--- src/rtl/nbd_pkg.sv ---
package nbd_pkg;

  typedef enum logic [2:0] {
    CYC_NONE,
    CYC_CMD,
    CYC_ADDR,
    CYC_DIN,
    CYC_BAD
  } wcyc_t;

  // Meaning of a write rising edge from the qualifier levels.
  function automatic wcyc_t classify_we(input logic ce_n, input logic cle,
                                        input logic ale, input logic re_n);
    wcyc_t k;
    if (ce_n)             k = CYC_NONE;
    else if (cle && ale)  k = CYC_BAD;
    else if (cle)         k = re_n ? CYC_CMD : CYC_NONE;
    else if (ale)         k = CYC_ADDR;
    else                  k = CYC_DIN;
    return k;
  endfunction

  // Saturating increment toward a limit.
  function automatic int unsigned sat_next(input int unsigned cur,
                                           input int unsigned lim);
    return (cur >= lim) ? lim : cur + 1;
  endfunction

  // Data-read qualification: selected, no latch qualifier.
  function automatic logic is_data_phase(input logic ce_n, input logic cle,
                                         input logic ale);
    return !ce_n && !cle && !ale;
  endfunction

endpackage

--- src/rtl/nbd_edge_sync.sv ---
module nbd_edge_sync #(
  parameter int STAGES = 2,
  parameter bit RISE   = 1'b1
) (
  input  logic clk,
  input  logic rst_n,
  input  logic strobe_n,
  output logic lvl,
  output logic evt
);
  logic [STAGES-1:0] sync_q;
  logic              last_q;

  always_ff @(posedge clk or negedge rst_n) begin
    if (!rst_n) begin
      sync_q <= '1;
      last_q <= 1'b1;
    end else begin
      sync_q <= {sync_q[STAGES-2:0], strobe_n};
      last_q <= sync_q[STAGES-1];
    end
  end

  assign lvl = sync_q[STAGES-1];

  generate
    if (RISE) begin : g_rise
      assign evt = lvl & ~last_q;
    end else begin : g_fall
      assign evt = ~lvl & last_q;
    end
  endgenerate
endmodule

--- src/rtl/nbd_addr_counter.sv ---
module nbd_addr_counter #(
  parameter int MAX = 7,
  localparam int W = $clog2(MAX + 1)
) (
  input  logic         clk,
  input  logic         rst_n,
  input  logic         clr,
  input  logic         step,
  output logic [W-1:0] idx
);
  import nbd_pkg::*;

  logic [W-1:0] cnt_q;

  always_ff @(posedge clk or negedge rst_n) begin
    if (!rst_n)    cnt_q <= '0;
    else if (clr)  cnt_q <= '0;
    else if (step) cnt_q <= W'(sat_next(int'(cnt_q), MAX));
  end

  assign idx = cnt_q;
endmodule

--- src/rtl/nand_bus_decoder.sv ---
module nand_bus_decoder #(
  parameter int  IO_W      = 16,
  parameter bit  X16       = 1'b1,
  parameter int  ADDR_MAX  = 7,
  parameter int  SYNC_LEN  = 2,
  localparam int LOW_W     = 8,
  localparam int IDX_W     = $clog2(ADDR_MAX + 1)
) (
  input  logic              clk,
  input  logic              rst_n,
  input  logic              ce_n,
  input  logic              cle,
  input  logic              ale,
  input  logic              we_n,
  input  logic              re_n,
  input  logic [IO_W-1:0]   io_in,
  input  logic              lun_busy,
  output logic              cmd_valid,
  output logic [LOW_W-1:0]  cmd_byte,
  output logic              addr_valid,
  output logic [LOW_W-1:0]  addr_byte,
  output logic [IDX_W-1:0]  addr_idx,
  output logic              data_valid,
  output logic [IO_W-1:0]   data_word,
  output logic              rd_req,
  output logic              out_en,
  output logic              proto_err,
  output logic              illegal_cycle,
  output logic              standby
);
  import nbd_pkg::*;

  logic [1:0] strb_n, strb_lvl, strb_evt;
  assign strb_n = {re_n, we_n};

  // Lane 0: write strobe, rising edge. Lane 1: read strobe, falling edge.
  for (genvar g = 0; g < 2; g++) begin : g_sync
    nbd_edge_sync #(.STAGES(SYNC_LEN), .RISE(g == 0)) u_sync (
      .clk(clk), .rst_n(rst_n), .strobe_n(strb_n[g]),
      .lvl(strb_lvl[g]), .evt(strb_evt[g]));
  end

  logic we_rise_evt, re_fall_evt, we_lvl, re_lvl;
  assign we_rise_evt = strb_evt[0];
  assign re_fall_evt = strb_evt[1];
  assign we_lvl      = strb_lvl[0];
  assign re_lvl      = strb_lvl[1];

  wcyc_t kind;
  assign kind = we_rise_evt ? classify_we(ce_n, cle, ale, re_n) : CYC_NONE;

  logic is_cmd, is_addr, hi_dirty, rd_phase;
  assign is_cmd   = (kind == CYC_CMD);
  assign is_addr  = (kind == CYC_ADDR);
  assign hi_dirty = X16 && (io_in[IO_W-1:LOW_W] != '0);
  assign rd_phase = is_data_phase(ce_n, cle, ale);

  logic [IDX_W-1:0] idx_now;
  nbd_addr_counter #(.MAX(ADDR_MAX)) u_cnt (
    .clk(clk), .rst_n(rst_n), .clr(is_cmd), .step(is_addr), .idx(idx_now));

  logic [IO_W-1:0] data_mask;
  assign data_mask = X16 ? '1 : {{(IO_W-LOW_W){1'b0}}, {LOW_W{1'b1}}};

  always_ff @(posedge clk or negedge rst_n) begin
    if (!rst_n) begin
      cmd_valid     <= 1'b0;
      addr_valid    <= 1'b0;
      data_valid    <= 1'b0;
      illegal_cycle <= 1'b0;
      proto_err     <= 1'b0;
      rd_req        <= 1'b0;
      out_en        <= 1'b0;
      standby       <= 1'b0;
      cmd_byte      <= '0;
      addr_byte     <= '0;
      addr_idx      <= '0;
      data_word     <= '0;
    end else begin
      cmd_valid     <= is_cmd;
      addr_valid    <= is_addr;
      data_valid    <= (kind == CYC_DIN);
      illegal_cycle <= (kind == CYC_BAD);
      proto_err     <= is_cmd && hi_dirty;
      rd_req        <= re_fall_evt && rd_phase;
      out_en        <= rd_phase && !re_lvl && we_lvl;
      standby       <= ce_n && !lun_busy;
      if (is_cmd)              cmd_byte  <= io_in[LOW_W-1:0];
      if (is_addr) begin
        addr_byte <= io_in[LOW_W-1:0];
        addr_idx  <= idx_now;
      end
      if (kind == CYC_DIN)     data_word <= io_in & data_mask;
    end
  end
endmodule

--- config.mk ---
export PLATFORM = sky130hd
export DESIGN_NAME = nand_bus_decoder
export DESIGN_NICKNAME = d
export VERILOG_FILES = /design/src/rtl/nbd_pkg.sv /design/src/rtl/nbd_edge_sync.sv /design/src/rtl/nbd_addr_counter.sv /design/src/rtl/nand_bus_decoder.sv
export SDC_FILE = /design/constraint.sdc
export NUM_CORES = 1
export LEC_CHECK = 0
export BUFFER_PORTS_ARGS = -buffer_cell sky130_fd_sc_hd__buf_4
export CAP_MARGIN = 10
export CELL_PAD_IN_SITES_DETAIL_PLACEMENT = 1
export CELL_PAD_IN_SITES_GLOBAL_PLACEMENT = 2
export CORE_MARGIN = 8
export CORE_UTILIZATION = 38
export CTS_BUF_LIST = sky130_fd_sc_hd__clkbuf_8
export DETAILED_ROUTE_END_ITERATION = 8
export PLACE_DENSITY = 0.95
export SLEW_MARGIN = 25
export SYNTH_ARGS = -nofsm -noshare
export SYNTH_HDL_FRONTEND = slang
export SYNTH_HIERARCHICAL = 1
export SYNTH_SLANG_ARGS = --single-unit
export TNS_END_PERCENT = 50
--- constraint.sdc ---
create_clock -name clk -period 3.93 [get_ports clk]
set_input_delay 0.786 -clock clk [delete_from_list [all_inputs] [get_ports clk]]
set_output_delay 0.786 -clock clk [all_outputs]
set_load 0.005 [all_outputs]
Yosys cells after proc, flatten, opt, wreduce, memory -nomap -nowiden:

Cells that the tools add are included.
Widths: inputs -> output; s select.

* bits in registers: 52
* bits of input ports: 24
* output and inout bits: 43
* logic and storage cells: 51

* $add $sub $neg: 1
* magnitude comparators: 1
* equal/unequal tests: 4
* multiplexer cells: 9
* bitwise gates (word level): 4
* reductions and logical operators: 15

Operator list (count)
* $mux 3: 6
* $logic_and 1x1->1: 8
* $reduce_bool 8->1: 1
* $eq 3x2->1 const B: 2
* $logic_not 1->1: 5
* $add 3x1->3 const B: 1
* $eq 3x1->1 const B: 1
* $eq 3x3->1 const B: 1
* $ge 3x3->1 const B: 1
* $and 1x1->1: 2
* $mux 1: 2
* $mux 2: 1
* $not 1->1: 2
* $reduce_bool 2->1: 1

Logic depth before layout (Yosys ltp):

Gate-level depths: netlist of run 1.

* depth after elaboration: 8
* depth in mapped cells: 6
* depth with buffers taken out: 5

Hierarchy:

Netlist of run 1, hierarchy kept.

Modules (own cells, without submodules)
* nand_bus_decoder: times used 1, cells an instance 93, area an instance 1635.3 µm², seq. area each 1076.0 µm²
* nbd_edge_sync: times used 2, cells an instance 4, area an instance 92.6 µm², seq. area each 78.8 µm²
* nbd_addr_counter: times used 1, cells an instance 16, area an instance 167.7 µm², seq. area each 75.1 µm²

Least setup slack after synthesis of run 1:

No wires, ideal clock.

* path type: input -> register
* start point: input port ce_n
* end point: register data_word[0]
* library setup time: 0.125 ns
* arrival: 1.808 ns
* data required time: 3.805 ns
* slack: 1.997 ns
* stages: 4
* path buffers: 1
* cell sequence: nor2b_2 > nor3b_4 > buf_12 > mux2_4

* longest elaborated chain between the ends: 3

RTL lines
* from (decl): RTL line nand_bus_decoder.sv:11 `input logic ce_n,`
* $mux 3: RTL line nbd_pkg.sv:15 `if (ce_n) k = CYC_NONE;`
* $mux 3: RTL line nand_bus_decoder.sv:50 `assign kind = we_rise_evt ? classify_we(ce_n, cle, ale, re_n) : CYC_NONE;`
* $eq 3x2->1: RTL line nand_bus_decoder.sv:93 `if (kind == CYC_DIN) data_word <= io_in & data_mask;`
* to (signal assigned): RTL line nand_bus_decoder.sv:93
* to (decl): RTL line nand_bus_decoder.sv:24 `output logic [IO_W-1:0] data_word,`

Every way passes these cells.
A chain may end at the register's enable or synchronous reset.

Worst setup path after layout of run 1:

* start point: register g_sync[0].u_sync.sync_q[1]
* end point: register u_cnt.cnt_q[1] (netlist: u_cnt/idx[1])

* longest elaborated chain between the ends: 4
* elaborated cells on any way between the ends: 6
* those cells by class: 2 x eq/ne; 2 x mux; 1 x bitwise; 1 x reduce/logical

RTL lines
* from (decl): RTL line nbd_edge_sync.sv:11 `logic [STAGES-1:0] sync_q;`
* from (signal assigned): RTL line nbd_edge_sync.sv:19 `sync_q <= {sync_q[STAGES-2:0], strobe_n};`
* $and 1x1->1 (*): RTL line nbd_edge_sync.sv:28 `assign evt = lvl & ~last_q;`
* net we_rise_evt: RTL line nand_bus_decoder.sv:43 `logic we_rise_evt, re_fall_evt, we_lvl, re_lvl;`
* $mux 3 (*): RTL line nand_bus_decoder.sv:50
* $eq 3x1->1 or $eq 3x2->1 (tied branches): RTL line nand_bus_decoder.sv:53, nand_bus_decoder.sv:54
* $mux 3 or $reduce_bool 2->1 (tied branches)
* to (signal assigned): RTL line nbd_addr_counter.sv:18 `else if (step) cnt_q <= W'(sat_next(int'(cnt_q), MAX));`
* to (decl): RTL line nbd_addr_counter.sv:13 `logic [W-1:0] cnt_q;`

Mark *: on every way through the listed nets, which the timed path passes. The rest lies on a longest branch.

==> results of run 1 <==
placed cells by master (no fill, tap or decap), types with 2 or more instances in the layout:
cell type,Yosys,layout
a311oi_1,3,3
nor4_1,3,3
nor2b_4,3,3
inv_1,3,5
mux2_2,26,26
ha_1,2,2
buf_4,0,66
mux2_4,9,9
nor2_1,3,3
dfstp_2,6,6
clkbuf_8,0,6
dfrtp_1,46,46
critical path: stages (launching register included):
cell and delay (ns):
dfstp_2 0.56, nor2b_4 0.13, nor2b_2 0.21, and3b_1 0.67, nor2_1 0.14, a311oi_1 0.34
sequential cells by signal, summed over array words and instances (netlist names):
signal	count
cmd_valid	1
addr_byte	8
proto_err	1
addr_valid	1
g_sync.u_sync/last_q	2
g_sync.u_sync/sync_q	4
cmd_byte	8
illegal_cycle	1
data_valid	1
rd_req	1
out_en	1
u_cnt/idx	3
data_word	16
standby	1
addr_idx	3
cell type report:
| type | count | area share |
|---|---|---|
| Multi-Input combinational cell | 60 | 0.2426 |
| Tap cell | 70 | 0.03303 |
| Clock inverter | 2 | 0.002832 |
| Sequential cell | 52 | 0.4936 |
| Inverter | 3 | 0.004247 |
| Clock buffer | 6 | 0.03115 |
| Timing Repair Buffer | 67 | 0.1925 |
per-stage QoR:
step           power [W]  std cells  utilization  setup slack [ns]  area (um^2)
6_report        0.001348        260       0.5224             1.760         2651
5_1_grt         0.001421        260       0.5224             1.626         2651
4_1_cts         0.001371        259       0.5195             1.559         2636
3_5_place_dp    0.001062        251       0.5017             1.372         2546
3_3_place_gp    0.001027        251       0.5017             1.458         2546
2_1_floorplan  0.0008360        117            -             1.997         1988
per-layer routing:
metal | vias up | routed length [um]
li1 | 555 | -
met1 | 626 | 1928
met2 | 39 | 2549
met3 | 2 | 463
met4 | 0 | 17
met5 | - | 0
cell families (layout without fill, tap and decap cells):
group	Yosys count	count (layout)	synth area share
DFF	52	52	0.6583
muxes	35	35	0.2152
and+or+nand+nor	19	19	0.07993
buffers and inverters	5	78	0.01825
AOI/OAI and AO/OA	4	4	0.01573
adders and majority gates	2	2	0.01258
Yosys cell counts (all sizes together), types with 2 or more instances:
master	n	area (um^2)
dfrtp	46	1151
a311oi	3	26.28
nor4	3	18.77
mux2	35	427.9
nor2b	5	56.31
buf	2	25.02
inv	3	11.26
dfstp	6	157.7
ha	2	25.02
nor2	3	11.26
how the worst min path moves through the flow:
stage | startpoint | end | slack [ns]
after detailed placement | g_sync[0].u_sync/sync_q[0] | g_sync[0].u_sync/sync_q[1] | 0.35
after CTS | g_sync[1].u_sync/sync_q[0] | g_sync[1].u_sync/sync_q[1] | 0.36
after global placement | g_sync[1].u_sync/sync_q[0] | g_sync[1].u_sync/sync_q[1] | 0.35
after floorplan | g_sync[0].u_sync/sync_q[0] | g_sync[0].u_sync/sync_q[1] | 0.35
after global routing | g_sync[0].u_sync/sync_q[0] | g_sync[0].u_sync/sync_q[1] | 0.36
final | g_sync[0].u_sync/sync_q[0] | g_sync[0].u_sync/sync_q[1] | 0.36
power groups by stage:
stage	Clock [W]	Combinational [W]	Sequential, W
detailed placement	0	0.000345	0.000717
global route	0.000332	0.000369	0.000721
global placement	0	0.000319	0.000707
finish	0.000304	0.000336	0.000708
floorplan	0	0.000126	0.000710
CTS	0.000316	0.000345	0.000709
==> metrics.yaml, run 1 <==
synthesis:
  yosys_warnings: 6
  syn_inst: 117
  synth_area_um2: 1988
  ys_seq_area_frac: 0.6583
  synth_edf_count: 0
  synth_ff_type: "dfrtp_1"
  syn_nets: 143
  synthArstFlopShare: 1.000
  syn_avg_cell_area_um2: 16.99
  ys_ff_latch: 52
  synth_cell_types: 23
critical_path:
  required_ns: 4.11
  r2r_cells: 5
  worst-setup-path-type: "flop to flop"
  r2r-end: "u_cnt/idx[1]"
  worst-r2r-setup-slack_ns: 1.76
  cp-end-kind: "flop"
  start_kind: "flop"
  crit_end: "u_cnt/idx[1]"
  critical_path.startpoint: "g_sync[0].u_sync/sync_q[1]"
  r2r-start: "g_sync[0].u_sync/sync_q[1]"
  worstPathArrival_ns: 2.35
  cp_max_fo: 16
grt:
  grt_use_met1: 0.1437
  gr-total-overflow: 0
  grt_use_total: 0.1347
  grt_max_degree: 53
  grt_antenna_before_repair: 0
  grt_pass1_wl_um: 8010
  grt_busiest_layer: "met2"
  grtUsageMet3: 0.07057
  grt_pass1_vias: 1499
  grtUsageMet2: 0.2335
pwr:
  swShare: 0.2656
  combPwrFrac: 0.249
  p_per_area_nw_per_um2: 508.3
  static-leakage-power_nw: 1.316
  p_seq_frac: 0.525
  ir_drop_v: 0.0002359
  switchingPower_w: 0.0003579
  intPower_w: 0.0009896
  share_clk_of_total_power: 0.226
die:
  io_pins: 67
  fp.coreArea_um2: 5075
  die_h_um: 88.33
  initial_core_util: 0.3918
  rows: 26
  die_area_um2: 7802
  dieWidth_um: 88.33
route:
  drt_first_iter_violations: 34
  wl_per_cell_um: 19.07
  drt_first_pass_iters: 5
  drc: 0
  routed_via_density: 4.700
  drt.antenna.violating_nets: 0
  vias: 1222
  drt_wl_total_um: 4958
hold_path:
  worstHoldPathType: "flop to flop"
  holdPathStages: 0
cts:
  numCtsBuffers: 5
  clkTransAtPathRegs_ns: 0.09
  clk-insertion-delay-late_ns: 0.29
  ctsResizeCount: 0
  cts_setup_buffers: 0
  cts.sinks: 52
  clock_tree.htree_level_count: 2
  cts_tree: "yes"
  cts-root-buf: "clkbuf_8"
  holdBufCountCts: 0
  cts_buffer_depth: 2
final_layout:
  fin_nets: 215
  area_growth_pct: 33.35
  diodes: 0
  register_area_um2: 1309
  drive_gt1_frac: 0.6316
  fillers: 537
  multi_input_area_um2: 643.1
status:
  status: "complete, no violations"
flow_run:
  drv_cap: 0
timing:
  hold_ws_ns: 0.3590
  final_max_slew_viol_count: 0
  fmax_mhz: 460.8
  tns_ns: 0
  grt_setup_unrepaired: "false"
  finalHoldViolCount: 0
  finalCritPeriodShare: 0.5522
  final-setup-viol-count: 0
  finalCriticalPeriod_ns: 2.170
  worst_pin_slew_ns: 0.7365
  slew_headroom: 0.5090
  fin_skew_ns: 0.002984
placed_design:
  globalplace.congestion: 0.7105
  io_buffers: 66
  dpl.hpwl_um: 3668
No activity file was read; power rests on OpenSTA's default activity.
==> inputs of run 2 (changes only) <==
--- a/config.mk
+++ b/config.mk
@@ -10,10 +10,10 @@
 export CELL_PAD_IN_SITES_DETAIL_PLACEMENT = 1
 export CELL_PAD_IN_SITES_GLOBAL_PLACEMENT = 2
 export CORE_MARGIN = 8
-export CORE_UTILIZATION = 38
+export CORE_UTILIZATION = 35
 export CTS_BUF_LIST = sky130_fd_sc_hd__clkbuf_8
 export DETAILED_ROUTE_END_ITERATION = 8
-export PLACE_DENSITY = 0.95
+export PLACE_DENSITY = 0.89
 export SLEW_MARGIN = 25
 export SYNTH_ARGS = -nofsm -noshare
 export SYNTH_HDL_FRONTEND = slang
==> constraint.sdc (replaced) <==
create_clock -name clk -period 2.1 [get_ports clk]
set_input_delay 0.42 -clock clk [delete_from_list [all_inputs] [get_ports clk]]
set_output_delay 0.42 -clock clk [all_outputs]
set_load 0.005 [all_outputs]
==> run 2 against run 1 <==
  * Hold slack worse by 0.23 ns
  * Sequential cell count did not move
  * Critical endpoint is now data_word[13]
  * Power increased by 94%
==> metrics.yaml, run 2 (synthesis gave the netlist of run 1 again) <==
grt:
  grt_pass1_wl_um: 7900
  grt_max_degree: 53
  grt_pass1_vias: 1370
  gr-total-overflow: 0
  grt_use_total: 0.1200
  grt_antenna_before_repair: 0
timing:
  fin_skew_ns: 0.005540
  fmax_mhz: 543.4
  finalCriticalPeriod_ns: 1.840
  hold_ws_ns: 0.1296
  grt_setup_unrepaired: "false"
  slew_headroom: 0.5796
  tns_ns: 0
  worst_pin_slew_ns: 0.6306
  finalHoldViolCount: 0
  final-setup-viol-count: 0
  finalCritPeriodShare: 0.8763
  final_max_slew_viol_count: 0
die:
  io_pins: 67
  die_area_um2: 8348
  dieWidth_um: 91.37
  rows: 27
  initial_core_util: 0.3611
  fp.coreArea_um2: 5507
  die_h_um: 91.37
final_layout:
  diodes: 0
  register_area_um2: 1309
  multi_input_area_um2: 643.1
  largest_register_ffs: 16
  layout_common_cells: "buf_4 (70), dfrtp_1 (46), mux2_2 (26)"
  fin_cells: 265
  fillers: 563
  drive_gt1_frac: 0.6477
  final_util: 0.4885
  fin_nets: 218
  area_growth_pct: 35.31
  regMostFlops: "data_word"
  reg.largest.list: "data_word: 16 flops, addr_byte: 8 flops, cmd_byte: 8 flops"
  final_common_cell: "buf_4"
route:
  drt.antenna.violating_nets: 0
  drt_first_pass_iters: 4
  routed_via_density: 4.732
  wl_per_cell_um: 18.09
  vias: 1254
  drt_wl_total_um: 4795
  drc: 0
  drt_first_iter_violations: 71
critical_path:
  worstPathArrival_ns: 2.03
  worstPathCellList: "nor2b_4 -> nor2b_2 -> nor3b_4 -> buf_4 -> mux2_2"
  crit_cells: 5
  r2r_cells: 5
  cp_slowest_cell: "dfstp_2"
  required_ns: 2.29
  start_kind: "flop"
  slowest_delay_ns: 0.55
  cp_max_fo: 13
  path_delay_family: "flip-flops"
  cp-end-kind: "flop"
  critPathBufInv: 1
  worst-setup-path-type: "flop to flop"
cts:
  cts-root-buf: "clkbuf_8"
  clk-insertion-delay-late_ns: 0.30
  clock_tree.htree_level_count: 2
  numCtsBuffers: 5
  cts_tree: "yes"
  ctsResizeCount: 0
  clkTransAtPathRegs_ns: 0.09
  cts_buffer_depth: 2
  cts.sinks: 52
  cts_setup_buffers: 0
  holdBufCountCts: 0
placed_design:
  dpl.hpwl_um: 3726
  dp.cells: 257
  globalplace.congestion: 0.8025
  io_buffers: 66
pwr:
  ir_drop_v: 0.0003199
  p_per_area_nw_per_um2: 973.3
  static-leakage-power_nw: 1.330
  swShare: 0.2573
  p_seq_frac: 0.506
  combPwrFrac: 0.235
  share_clk_of_total_power: 0.259
  switchingPower_w: 0.0006736
  intPower_w: 0.001945
  finalPower_w: 0.002618
flow_run:
  drv_cap: 0
status:
  status: "complete, no violations"
hold_path:
  worstHoldPathType: "input pin to async pin"
[run 2: routing by layer]
| layer | vias up | track usage | part of all wire |
|---|---|---|---|
| met5 | - | 0 | 0 |
| met3 | 6 | 0.04033 | 0.065 |
| met2 | 47 | 0.1874 | 0.47 |
| met1 | 636 | 0.1500 | 0.45 |
| li1 | 565 | - | - |
| met4 | 0 | 0.04502 | 0.014 |
[run 2: path summary, 6_finish.rpt]
check | start | endpoint | slack [ns]
max reg2reg | g_sync[0].u_sync/sync_q[1] | data_word[13] | 0.26
min | rst_n | rd_req | 0.13
min reg2reg | g_sync[1].u_sync/sync_q[0] | g_sync[1].u_sync/sync_q[1] | 0.37
max | g_sync[0].u_sync/sync_q[1] | data_word[13] | 0.26
max in group asynchronous | rst_n | addr_byte[2] | 1.54
min in group clk | we_n | g_sync[0].u_sync/sync_q[0] | 0.22
[run 2: cell type report]
type / count / area share
clock buffer: 5 / 0.02558
clock inverter: 3 / 0.01581
inverter: 3 / 0.004186
multi-input combinational: 60 / 0.2391
sequential: 52 / 0.4865
tap: 72 / 0.03349
timing repair buffer: 70 / 0.1953
[run 2: per-stage QoR]
step | setup slack [ns] | cell area, um^2
after global placement | 0.3373 | 2579
final | 0.2598 | 2690
after global routing | 0.1397 | 2690
after detailed placement | 0.2437 | 2579
after floorplan | 0.2885 | 1988
after CTS | 0.2381 | 2690
[run 2: power by group through the flow]
stage / registers, W / logic (W) / clock network, W
global placement: 0.00133 / 0.000598 / 0
finish: 0.00132 / 0.000616 / 0.000677
CTS: 0.00133 / 0.000636 / 0.000700
detailed placement: 0.00134 / 0.000638 / 0
global route: 0.00135 / 0.000676 / 0.000738
floorplan: 0.00133 / 0.000237 / 0
